$ cat src/rtl/scroll_text_pkg.sv
package scroll_text_pkg;

    localparam int NUM_DIG  = 5;
    localparam int SEG_W    = 8;
    localparam int MSG_LEN  = 10;
    localparam logic [8*MSG_LEN-1:0] MSG_TEXT = "hello 2022";
    localparam int PAD_LEN  = MSG_LEN + NUM_DIG;
    localparam int PTR_W    = $clog2(PAD_LEN);
    localparam int IDX_W    = $clog2(PAD_LEN + NUM_DIG);
    localparam int DIG_W    = $clog2(NUM_DIG);

    typedef logic [SEG_W-1:0] seg_t;
    typedef logic [7:0]       char_t;

    typedef struct packed {
        logic             gap;
        logic [DIG_W-1:0] dig;
    } scan_t;

    // Character at padded index: NUM_DIG leading blanks, message, trailing blanks
    function automatic char_t pad_char(input logic [IDX_W-1:0] idx);
        int pos;
        pos = int'(idx) - NUM_DIG;
        if (pos >= 0 && pos < MSG_LEN)
            return MSG_TEXT[8*(MSG_LEN-1-pos) +: 8];
        return " ";
    endfunction

    // segment shapes (bit0=a .. bit6=g, bit7=dp); R7 unknown -> blank
    function automatic seg_t glyph(input char_t c);
        case (c)
            "0": return 8'h3F;
            "1": return 8'h06;
            "2": return 8'h5B;
            "3": return 8'h4F;
            "4": return 8'h66;
            "5": return 8'h6D;
            "6": return 8'h7D;
            "7": return 8'h07;
            "8": return 8'h7F;
            "9": return 8'h6F;
            "h": return 8'h74;
            "e": return 8'h7B;
            "l": return 8'h30;
            "o": return 8'h5C;
            default: return 8'h00;
        endcase
    endfunction

endpackage

$ cat src/rtl/sev_scan_timer.sv
module sev_scan_timer
    import scroll_text_pkg::*;
#(
    parameter int SCAN_DIV = 100000
) (
    input  logic  clk,
    input  logic  rst_n,
    output scan_t scan,
    output logic  slot_end
);
    localparam int CNT_W = (SCAN_DIV > 1) ? $clog2(SCAN_DIV) : 1;

    logic [CNT_W-1:0] cnt;
    logic [DIG_W-1:0] dig;

    assign slot_end  = (cnt == CNT_W'(SCAN_DIV - 1));
    assign scan.gap  = (cnt == '0);
    assign scan.dig  = dig;

    always_ff @(posedge clk) begin
        if (!rst_n) begin
            cnt <= '0;
            dig <= '0;
        end else if (slot_end) begin
            cnt <= '0;
            dig <= (dig == DIG_W'(NUM_DIG - 1)) ? '0 : dig + 1'b1;
        end else begin
            cnt <= cnt + 1'b1;
        end
    end


    dig_range_chk: assert property (@(posedge clk) disable iff (!rst_n)
        dig < DIG_W'(NUM_DIG));


    dig_move_in_gap_chk: assert property (@(posedge clk) disable iff (!rst_n)
        (dig != $past(dig)) |-> scan.gap);

endmodule

$ cat src/rtl/sev_scroll_ptr.sv
module sev_scroll_ptr
    import scroll_text_pkg::*;
#(
    parameter int STEP_SLOTS = 300
) (
    input  logic             clk,
    input  logic             rst_n,
    input  logic             slot_end,
    output logic [PTR_W-1:0] ptr
);
    localparam int SLOT_W = (STEP_SLOTS > 1) ? $clog2(STEP_SLOTS) : 1;

    logic [SLOT_W-1:0] slots;
    logic              step;

    assign step = slot_end && (slots == SLOT_W'(STEP_SLOTS - 1));

    always_ff @(posedge clk) begin
        if (!rst_n) begin
            slots <= '0;
            ptr   <= '0;
        end else if (step) begin
            slots <= '0;
            ptr   <= (ptr == PTR_W'(PAD_LEN - 1)) ? '0 : ptr + 1'b1;
        end else if (slot_end) begin
            slots <= slots + 1'b1;
        end
    end


    ptr_range_chk: assert property (@(posedge clk) disable iff (!rst_n)
        ptr < PTR_W'(PAD_LEN));


    ptr_step_chk: assert property (@(posedge clk) disable iff (!rst_n)
        (ptr != $past(ptr)) |-> (ptr == '0 || ptr == $past(ptr) + 1'b1));

endmodule

$ cat src/rtl/sev_digit_mux.sv
module sev_digit_mux
    import scroll_text_pkg::*;
(
    input  scan_t              scan,
    input  logic [PTR_W-1:0]   ptr,
    output seg_t               seg,
    output logic [NUM_DIG-1:0] cath_n
);
    logic [IDX_W-1:0] idx;

    assign idx = IDX_W'(ptr) + IDX_W'(scan.dig);
    assign seg = scan.gap ? '0 : glyph(pad_char(idx));

    for (genvar g = 0; g < NUM_DIG; g++) begin : g_cath
        assign cath_n[g] = scan.gap || (scan.dig != DIG_W'(g));
    end

endmodule

$ cat src/rtl/scroll_text_driver.sv
module scroll_text_driver
    import scroll_text_pkg::*;
#(
    parameter int SCAN_DIV   = 100000,
    parameter int STEP_SLOTS = 300
) (
    input  logic         clk,
    input  logic         rst_n,
    output logic [7:0]   seg_o,
    output logic [4:0]   cath_n_o
);
    scan_t            scan;
    logic             slot_end;
    logic [PTR_W-1:0] ptr;

    sev_scan_timer #(.SCAN_DIV(SCAN_DIV)) i_timer (
        .clk(clk), .rst_n(rst_n), .scan(scan), .slot_end(slot_end)
    );

    sev_scroll_ptr #(.STEP_SLOTS(STEP_SLOTS)) i_ptr (
        .clk(clk), .rst_n(rst_n), .slot_end(slot_end), .ptr(ptr)
    );

    sev_digit_mux i_mux (
        .scan(scan), .ptr(ptr), .seg(seg_o), .cath_n(cath_n_o)
    );


    one_cathode_chk: assert property (@(posedge clk) disable iff (!rst_n)
        $countones(~cath_n_o) <= 1);


    dark_between_chk: assert property (@(posedge clk) disable iff (!rst_n)
        (cath_n_o != 5'h1F && $past(cath_n_o) != 5'h1F) |-> $stable(cath_n_o));


    dark_seg_chk: assert property (@(posedge clk) disable iff (!rst_n)
        (cath_n_o == 5'h1F) |-> (seg_o == 8'h00));


    no_dp_chk: assert property (@(posedge clk) disable iff (!rst_n)
        !seg_o[7]);

endmodule

$ cat config.mk
export PLATFORM = sky130hd
export DESIGN_NAME = scroll_text_driver
export DESIGN_NICKNAME = d
export VERILOG_FILES = /design/src/rtl/scroll_text_pkg.sv /design/src/rtl/sev_scan_timer.sv /design/src/rtl/sev_scroll_ptr.sv /design/src/rtl/sev_digit_mux.sv /design/src/rtl/scroll_text_driver.sv
export SDC_FILE = /design/constraint.sdc
export NUM_CORES = 1
export LEC_CHECK = 0
export ABC_AREA = 1
export BUFFER_PORTS_ARGS = -buffer_cell sky130_fd_sc_hd__buf_2
export CORE_UTILIZATION = 55
export DETAILED_ROUTE_END_ITERATION = 8
export PLACE_DENSITY = 0.87
export SLEW_MARGIN = 25
export SYNTH_ARGS = -nofsm -noshare
export SYNTH_HDL_FRONTEND = slang
export SYNTH_SLANG_ARGS = --single-unit
$ cat constraint.sdc
create_clock -name clk -period 2.2 [get_ports clk]
set_input_delay 0 -clock clk [delete_from_list [all_inputs] [get_ports clk]]
set_output_delay 0 -clock clk [all_outputs]
set_load 0.02 [all_outputs]
# Yosys cells after proc, flatten, opt, wreduce, memory -nomap -nowiden

Cells that the tools add are included.

Output and inout bits: 13
Bits in registers: 33
Word-level logic and storage cells: 55
Bits of input ports: 2

Reduce and logical (&&, ||, !) cells: 11
Multiplexer cells: 7
Order comparisons: 2
Eq/ne operators: 22
Shifts and indexed selects: 1
Bitwise gates (word level): 1
$add $sub $neg: 7

Operator list:

| operator                                                    | count |
|---|---|
| case mux 7 bit (14 select lines)                            | 1 |
| == test 8 x 6 -> 1 bit, second input constant               | 10 |
| variable part select 80 x 32 -> 8 bit, first input constant | 1 |
| == test 8 x 7 -> 1 bit, second input constant               | 4 |
| adder 17 x 1 -> 17 bit, second input constant               | 1 |
| == test 17 bit, second input constant                       | 1 |
| zero test 17 bit                                            | 1 |
| 2-to-1 mux 8 bit                                            | 2 |
| adder 9 x 1 -> 9 bit, second input constant                 | 1 |
| == test 9 bit, second input constant                        | 1 |
| 2-to-1 mux 7 bit                                            | 1 |
| subtractor 5 x 6 -> 7 bit, first input constant             | 1 |
| >= comparator 6 x 1 -> 1 bit, second input constant         | 1 |
| less-than comparator 6 x 5 -> 1 bit, second input constant  | 1 |
| != test 3 x 2 -> 1 bit, second input constant               | 2 |
| subtractor 5 x 3 -> 6 bit, second input constant            | 1 |
| adder 4 x 3 -> 5 bit                                        | 1 |
| logical OR 1 bit                                            | 5 |
| adder 4 x 1 -> 4 bit, second input constant                 | 1 |
| == test 4 bit, second input constant                        | 1 |
| 2-to-1 mux 4 bit                                            | 1 |
| OR reduction 2 bit                                          | 2 |
| adder 3 x 1 -> 3 bit, second input constant                 | 1 |
| == test 3 bit, second input constant                        | 1 |
| 7 further kinds                                             | 8 |

# Depth between registers and ports, before layout

Gate-level depths: netlist of the first run.

Depth after elaboration: 9
Gate-level depth with buffers: 20
Mapped depth without buffers: 20

# Modules after synthesis

A second synthesis of the first run with hierarchy kept.

Cell total of the unflattened synthesis: 402
Area total of the unflattened synthesis: 2507.4 um2

Modules (own cells, without submodules):

| module         | seq. area each (um2) | cells each | area each (um2) | instances |
|---|---|---|---|---|
| sev_scan_timer | 400.4                | 169        | 1119.8          | 1 |
| sev_scroll_ptr | 260.2                | 119        | 739.5           | 1 |
| sev_digit_mux  | 0.0                  | 114        | 648.1           | 1 |

# Worst setup path before layout of the first run

Ideal clock, no wire load.

Path type: register to output
Start point: register i_timer.dig[1]
End point: output port seg_o[5]
Data required time: 2.200 ns
Setup slack: -0.473 ns
Stages on the path, launching flop included: 19
Path buffers: 0
Data arrival time: 2.673 ns
Cell sequence: dfxtp_1 -> inv_1 -> ha_1 -> inv_1 -> ha_1 -> inv_1 -> fa_1 -> inv_1 -> nand2_1 -> nand2_1 -> inv_1 -> nand2_1 -> nand2_1 -> nor2_1 -> ha_1 -> nand3_1 -> nor2_2 -> nand4_1 -> a21oi_1

Word-level cells in the longest chain between the ends: 9
Elaborated cells between the ends (all ways): 26
Those cells by class: 3 x add/sub; 2 x order compare; 14 x eq/ne; 1 x shift; 5 x mux; 1 x reduce/logical

Ends and longest elaborated chain:

| what                                                                              | line                                         | RTL |
|---|---|---|
| start, declared                                                                   | sev_scan_timer.sv:14                         | `logic [DIG_W-1:0] dig;` |
| start signal, assigned                                                            | sev_scan_timer.sv:26                         | `dig <= (dig == DIG_W'(NUM_DIG - 1)) ? '0 : dig + 1'b1;` |
| adder 4 x 3 -> 5 bit (*)                                                          | sev_digit_mux.sv:11                          | `assign idx = IDX_W'(ptr) + IDX_W'(scan.dig);` |
| subtractor 5 x 3 -> 6 bit (*)                                                     | scroll_text_pkg.sv:23                        | `pos = int'(idx) - NUM_DIG;` |
| subtractor 5 x 6 -> 7 bit (tied with other cells)                                 | scroll_text_pkg.sv:25                        | `return MSG_TEXT[8*(MSG_LEN-1-pos) +: 8];` |
| variable part select 80 x 32 -> 8 bit / logical AND 1 bit (equally long branches) | scroll_text_pkg.sv:25, scroll_text_pkg.sv:24 |  |
| 2-to-1 mux 8 bit / 2-to-1 mux 1 bit (equally long branches)                       | scroll_text_pkg.sv:24                        | `if (pos >= 0 && pos < MSG_LEN)` |
| 2-to-1 mux 8 bit (*)                                                              | scroll_text_pkg.sv:26                        | `return " ";` |
| == test 8 x 7 -> 1 bit / == test 8 x 6 -> 1 bit (equally long branches)           | scroll_text_pkg.sv:31                        | `case (c)` |
| case mux 7 bit (14 select lines) (*)                                              | scroll_text_pkg.sv:31                        |  |
| 2-to-1 mux 7 bit (*)                                                              | sev_digit_mux.sv:12                          | `assign seg = scan.gap ? '0 : glyph(pad_char(idx));` |
| end, declared                                                                     | scroll_text_driver.sv:9                      | `output logic [7:0] seg_o,` |

Every way passes the cells marked *; elsewhere a longest branch is shown, timed or not. The select of a mux whose other input is x is not followed.

# Worst setup path after layout of the first run

Start point: register i_timer.dig[1]
End point: output port seg_o[2]

The elaborated chain is that of the path after synthesis.

==> results of run 1 <==
==> worst max-delay path: cells and delay by family (launching register included) <==
kind,cells,cell delay [ps]
buffers and inverters,7,540
adders and majority gates,4,1060
DFF,1,340
and+or+nand+nor,7,850
==> power groups by stage <==
stage | Clock, mW | Combinational (mW) | Sequential [mW]
4_1_cts | 0.458 | 0.0538 | 0.607
3_3_place_gp | 0 | 0.0517 | 0.620
5_1_grt | 0.476 | 0.0605 | 0.607
6_report | 0.450 | 0.0558 | 0.607
3_5_place_dp | 0 | 0.0537 | 0.620
2_1_floorplan | 0 | 0.0415 | 0.619
==> synth_stat cells <==
cell type and n:
o21ai_1 2, nor3b_1 2, a21oi_1 22, a211oi_2 1, nand2_2 7, nor2_2 3
or2_2 1, a31oi_1 1, fa_1 1, nand4_1 12, buf_4 2, nor4_1 1
nor3_1 9, inv_1 57, nand3_2 1, inv_2 7, nor4b_1 1, conb_1 1
nor4_2 1, nor2_1 29, and3_1 1, nand3_1 36, o21ai_0 6, nor3_2 5
o22ai_1 1, nand2_4 2, nand2_1 63, xor2_1 5, and2_1 1, nor3_4 2
o32ai_1 1, dfxtp_1 33, a21oi_2 1, nand3_4 1, o21bai_1 3, ha_1 18
nor2_4 1, xnor2_1 1
==> worst max path at each step <==
| stage | end | slack (ps) | cells past startpoint |
|---|---|---|---|
| finish | seg_o[2] | -900 | 18 |
| global route | seg_o[2] | -1100 | 18 |
| CTS | seg_o[2] | -740 | 21 |
| detailed placement | seg_o[2] | -530 | 18 |
| global placement | seg_o[2] | -450 | 18 |
| floorplan | seg_o[2] | -320 | 17 |
==> state kept, by name (all words and copies together) (netlist names) <==
name and flops:
i_timer.cnt 17, i_ptr.ptr 4, i_timer.dig 3, i_ptr.slots 9
==> timing repair <==
| item | in CTS | in global routing |
|---|---|---|
| resized for setup | 22 | 20 |
| buffers inserted | 7 | 2 |
| setup endpoints to repair | 7 | 7 |
| pin swaps | 17 | 14 |
==> per-layer routing <==
metal | up-vias | track usage | share of wire
li1 | 1215 | - | -
met1 | 1119 | 0.279 | 0.42
met2 | 101 | 0.469 | 0.49
met3 | 32 | 0.0574 | 0.051
met4 | 0 | 0.133 | 0.042
met5 | - | 0 | 0
==> logic make-up (layout without fill, tap and decap cells) <==
| logic type | after synthesis | in the layout | synth area share |
|---|---|---|---|
| compound gates | 38 | 38 | 0.0917 |
| fa+ha+maj | 19 | 19 | 0.105 |
| flops | 33 | 33 | 0.282 |
| other cells | 1 | 1 | 0.00160 |
| xor+xnor | 6 | 6 | 0.0224 |
| simple gates | 179 | 179 | 0.389 |
| buf+inv | 66 | 119 | 0.109 |
==> layout make-up <==
cell class | instances | area, um^2 | area share
Sequential cell | 33 | 666 | 0.223
Clock buffer | 5 | 68.8 | 0.0231
Clock inverter | 3 | 17.5 | 0.00588
Multi-Input combinational cell | 243 | 1580 | 0.529
Tap cell | 50 | 62.6 | 0.0210
Inverter | 64 | 240 | 0.0806
Timing Repair Buffer | 47 | 349 | 0.117
==> metrics by stage <==
step                power (mW)  instance area [um^2]   util  setup WS, ps  hold WS [ps]
floorplan                0.661                  2400      -          -317           138
finish                    1.11                  2980  0.734          -900          2.87
global placement         0.672                  2700  0.665          -450           307
CTS                       1.12                  2910  0.716          -742          2.96
global route              1.14                  2980  0.734         -1100          17.4
detailed placement       0.674                  2700  0.665          -528           324
==> flow_summary.ini, run 1 <==
[sta]
tns_ps = -5890
setup_violations = 7
rsz0062_at_grt = yes
maxClockFrequency_ghz = 0.323
drv_slew = 0
fin_crit_ps = 3100
period_share = 1.41
finClkSkew_ps = 11.2
hold_viol_final = 0
setup_slack_ps = -900

[floorplanning]
die_h_um = 67.3
fp.dieW_um = 67.3
die_area_mm2 = 0.00453
core_area_mm2 = 0.00406
start_util = 0.578
boundaryPins = 15
rows = 23

[power_and_ir_drop]
seq_power_share = 0.545
p_leak_nw = 1.31
combPwrFrac = 0.050
switching_share = 0.251
pwr_density_cell_mw_per_mm2 = 374
p_int_mw = 0.834
switching_power_mw = 0.279
ir_worst_vdd_uv = 328
p_clk_frac = 0.405

[route]
drt_iter0_drc = 204
vias = 2467
drc = 0
via_per_inst = 5.54
first_pass_iters = 5
postRouteAntennaNets = 0
wl_per_cell_um = 13.8
routed_wl_mm = 6.12

[global_route]
grt_pass1_vias = 2149
grt_pass1_wl_mm = 8.81
track_usage = 0.259
grt_max_degree = 20
grt_antenna_before_repair = 0
overflow = 0

[final_layout]
syn_to_final_growth_pct = 27.0
nFillCells = 284
final_cell_mix = nand2_1 (55), inv_1 (47), buf_4 (38)
final_common_cell = nand2_1
nets = 415
n_antenna_cell = 0
instances_no_fill = 445
drive_above_1_share = 0.332

[logic_synthesis]
ys_warn_count = 0
synth_cell_types = 38
syn_area_mm2 = 0.00235
avgSynthCellArea_um2 = 6.86
synthCells = 342
ys_seq_elements = 33
synth_fp_nets = 363
ys_seq_area_frac = 0.282
ys_top_cells_by_area = dfxtp_1 (28%), nand2_1 (10%), ha_1 (9.6%)
yosys.area.top_type = dfxtp_1
yosys.area.top_type_share = 0.282

[run_status]
violations = negative setup slack
status = complete, but fails checks

[worst_setup_path]
crit_arrival_ps = 3100
cp_max_fo = 4
cpMostUsedCell = inv_2
end_kind = output pin
path_cells = inv_2 -> ha_4 -> inv_2 -> ha_4 -> inv_2 -> fa_2 -> ha_2 -> inv_2 -> nand2_4 -> buf_4 -> nand3_1 -> nand2_2 -> nor2_4 -> nand4_1 -> nand3_2 -> nand2_2 -> inv_2 -> buf_6
critPathSlowestCell = fa_2
slowest_delay_ps = 450
required_ps = 2200
ff2ff_setup_slack_ps = 310
r2r_cells = 12
worstReg2RegStart = i_timer.cnt[0]$_SDFF_PP0_
regToRegEndpoint = i_timer.cnt[16]$_SDFF_PP0_
cp-startpoint = i_timer.dig[1]$_SDFFE_PN0P_
path_class = reg2out
critPathLaunchType = flop

[worst_hold_path]
holdPathStages = 3
min_to = i_timer.dig[0]$_SDFFE_PN0P_
worstHoldStart = rst_n
hp-class = in2reg

[flow_run]
maxCapViolations = 0

[placement]
io_buffers = 13
dp_cells = 428
place_congestion = 0.848
dp_hpwl_mm = 3.93

[cts]
cts_root_buf = clkbuf_8
clock_latency_ps = 290
ctsHoldBuffers = 0
cts_buffers = 5
cts_sinks = 33
clk_path_buf_depth = 2
cts_tree = built
h-tree-depth = 2
clk_pin_slew_ps = 80
Note: power is estimated with default switching activity, not from simulation.
==> run 2: changes to the inputs <==
--- a/config.mk
+++ b/config.mk
@@ -7,6 +7,7 @@
 export LEC_CHECK = 0
 export ABC_AREA = 1
 export BUFFER_PORTS_ARGS = -buffer_cell sky130_fd_sc_hd__buf_2
+export CORE_MARGIN = 4
 export CORE_UTILIZATION = 55
 export DETAILED_ROUTE_END_ITERATION = 8
 export PLACE_DENSITY = 0.87
==> flow_summary.ini, run 2 (same netlist as run 1, synthesis figures left out) <==
[run_status]
status = complete, but fails checks
violations = negative setup slack

[route]
wl_per_cell_um = 14.2
first_pass_iters = 5
routed_wl_mm = 6.36
vias = 2462
drt_iter0_drc = 137
drc = 0
postRouteAntennaNets = 0
via_per_inst = 5.50

[sta]
holdWs_ps = 506
rsz0062_at_grt = yes
fin_crit_ps = 3100
setup_violations = 7
finClkSkew_ps = 5.96
drv_slew = 0
maxClockFrequency_ghz = 0.322
period_share = 1.41
tns_ps = -6000
hold_viol_final = 0
setup_slack_ps = -905

[cts]
clock_latency_ps = 290
h-tree-depth = 2
cts_sinks = 33
clk_pin_slew_ps = 70
cts_buffers = 5
cts_tree = built
clk_path_buf_depth = 2
cts_root_buf = clkbuf_8

[final_layout]
top_regs = i_timer.cnt x17, i_ptr.slots x9, i_ptr.ptr x4
final_cell_mix = nand2_1 (55), inv_1 (47), buf_4 (36)
stdcell_area_mm2 = 0.00304
drive_above_1_share = 0.332
nFillCells = 269
final_common_cell = nand2_1
nets = 418
syn_to_final_growth_pct = 29.5
regMostFlops = i_timer.cnt
n_antenna_cell = 0
largest_reg_flops = 17

[placement]
placed_area_mm2 = 0.00270
dp_hpwl_mm = 4.06
place_congestion = 0.847
io_buffers = 13

[worst_setup_path]
end_kind = output pin
cp_max_fo = 4
required_ps = 2200
path_class = reg2out
critPathLaunchType = flop
crit_arrival_ps = 3100

[power_and_ir_drop]
total_power_mw = 1.26
ir_worst_vdd_uv = 384
p_leak_nw = 1.33
pwr_density_cell_mw_per_mm2 = 414

[floorplanning]
die_area_mm2 = 0.00537
boundaryPins = 15
start_util = 0.578
core_area_mm2 = 0.00406
die_h_um = 73.3
fp.dieW_um = 73.3
rows = 23

[global_route]
grt_max_degree = 20
overflow = 0
grt_pass1_wl_mm = 9.63
grt_pass1_vias = 2255
track_usage = 0.230
grt_antenna_before_repair = 0

[worst_hold_path]
hp-class = reg2reg

[flow_run]
maxCapViolations = 0
[run 2: cell types whose count changed in the layout (fill, tap and decap cells not counted), sizes merged]
cell / previous run / this run
clkinv: 2 / 0
clkbuf: 5 / 7
dlygate4sd3: 0 / 1
buf: 47 / 49
bufinv: 0 / 1
clkinvlp: 1 / 0
[run 2: worst max-delay path, cell delays in order, from the launching register on]
cell     delay [ps]
dfxtp_2         340
inv_2            50
ha_4            270
inv_4            40
ha_4            160
inv_2            50
fa_2            440
buf_4           160
ha_4            160
inv_2            70
nand2_4          70
nand2_4          80
inv_1            50
o21ai_1         100
nand3_1         100
nor2_2          140
and2_4          170
nand2_2          60
a21oi_4         150
buf_6           130
[run 2: final cells by class]
type / count / area (um^2) / area share
Inverter: 64 / 243 / 0.0799
Tap cell: 50 / 62.6 / 0.0206
Timing Repair Buffer: 50 / 370 / 0.122
Clock inverter: 1 / 30.0 / 0.00988
Clock buffer: 7 / 86.3 / 0.0284
Multi-Input combinational cell: 243 / 1580 / 0.520
Sequential cell: 33 / 666 / 0.219
[run 2: where the power goes]
group	switching [mW]	total, mW	internal (mW)
Clock	0.225	0.594	0.369
Sequential	0.00598	0.608	0.602
Combinational	0.0425	0.0573	0.0148
[run 2: what timing repair did]
action	CTS	global route
buffers inserted	5	7
pin swaps	13	12
resized for setup	18	24
hold endpoints to repair	1	0
setup endpoints to repair	7	7
hold buffers	1	0
[run 2: final timing paths]
path | start | end | slack (ps) | cells past startpoint
max | i_timer.dig[1]$_SDFFE_PN0P_ | seg_o[5] | -900 | 19
min | i_timer.cnt[0]$_SDFF_PP0_ | i_timer.cnt[0]$_SDFF_PP0_ | 510 | 1
max reg2reg | i_timer.cnt[0]$_SDFF_PP0_ | i_ptr.ptr[1]$_SDFFE_PN0P_ | 310 | 10
min reg2reg | i_timer.cnt[0]$_SDFF_PP0_ | i_timer.cnt[0]$_SDFF_PP0_ | 510 | 1
[run 2: stage by stage]
step | cells | worst slack (ps) | util
finish | 448 | -905 | 0.749
global route | 448 | -1030 | 0.749
CTS | 442 | -761 | 0.720
detailed placement | 428 | -591 | 0.665
global placement | 428 | -448 | 0.665
floorplan | 342 | -317 | -
[run 2: routing by layer]
metal	global-route usage	wire length [um]	vias to the layer above
met4	0.107	272	0
met5	0	0	-
met1	0.260	2640	1144
met3	0.0534	271	28
li1	-	-	1221
met2	0.406	3180	69
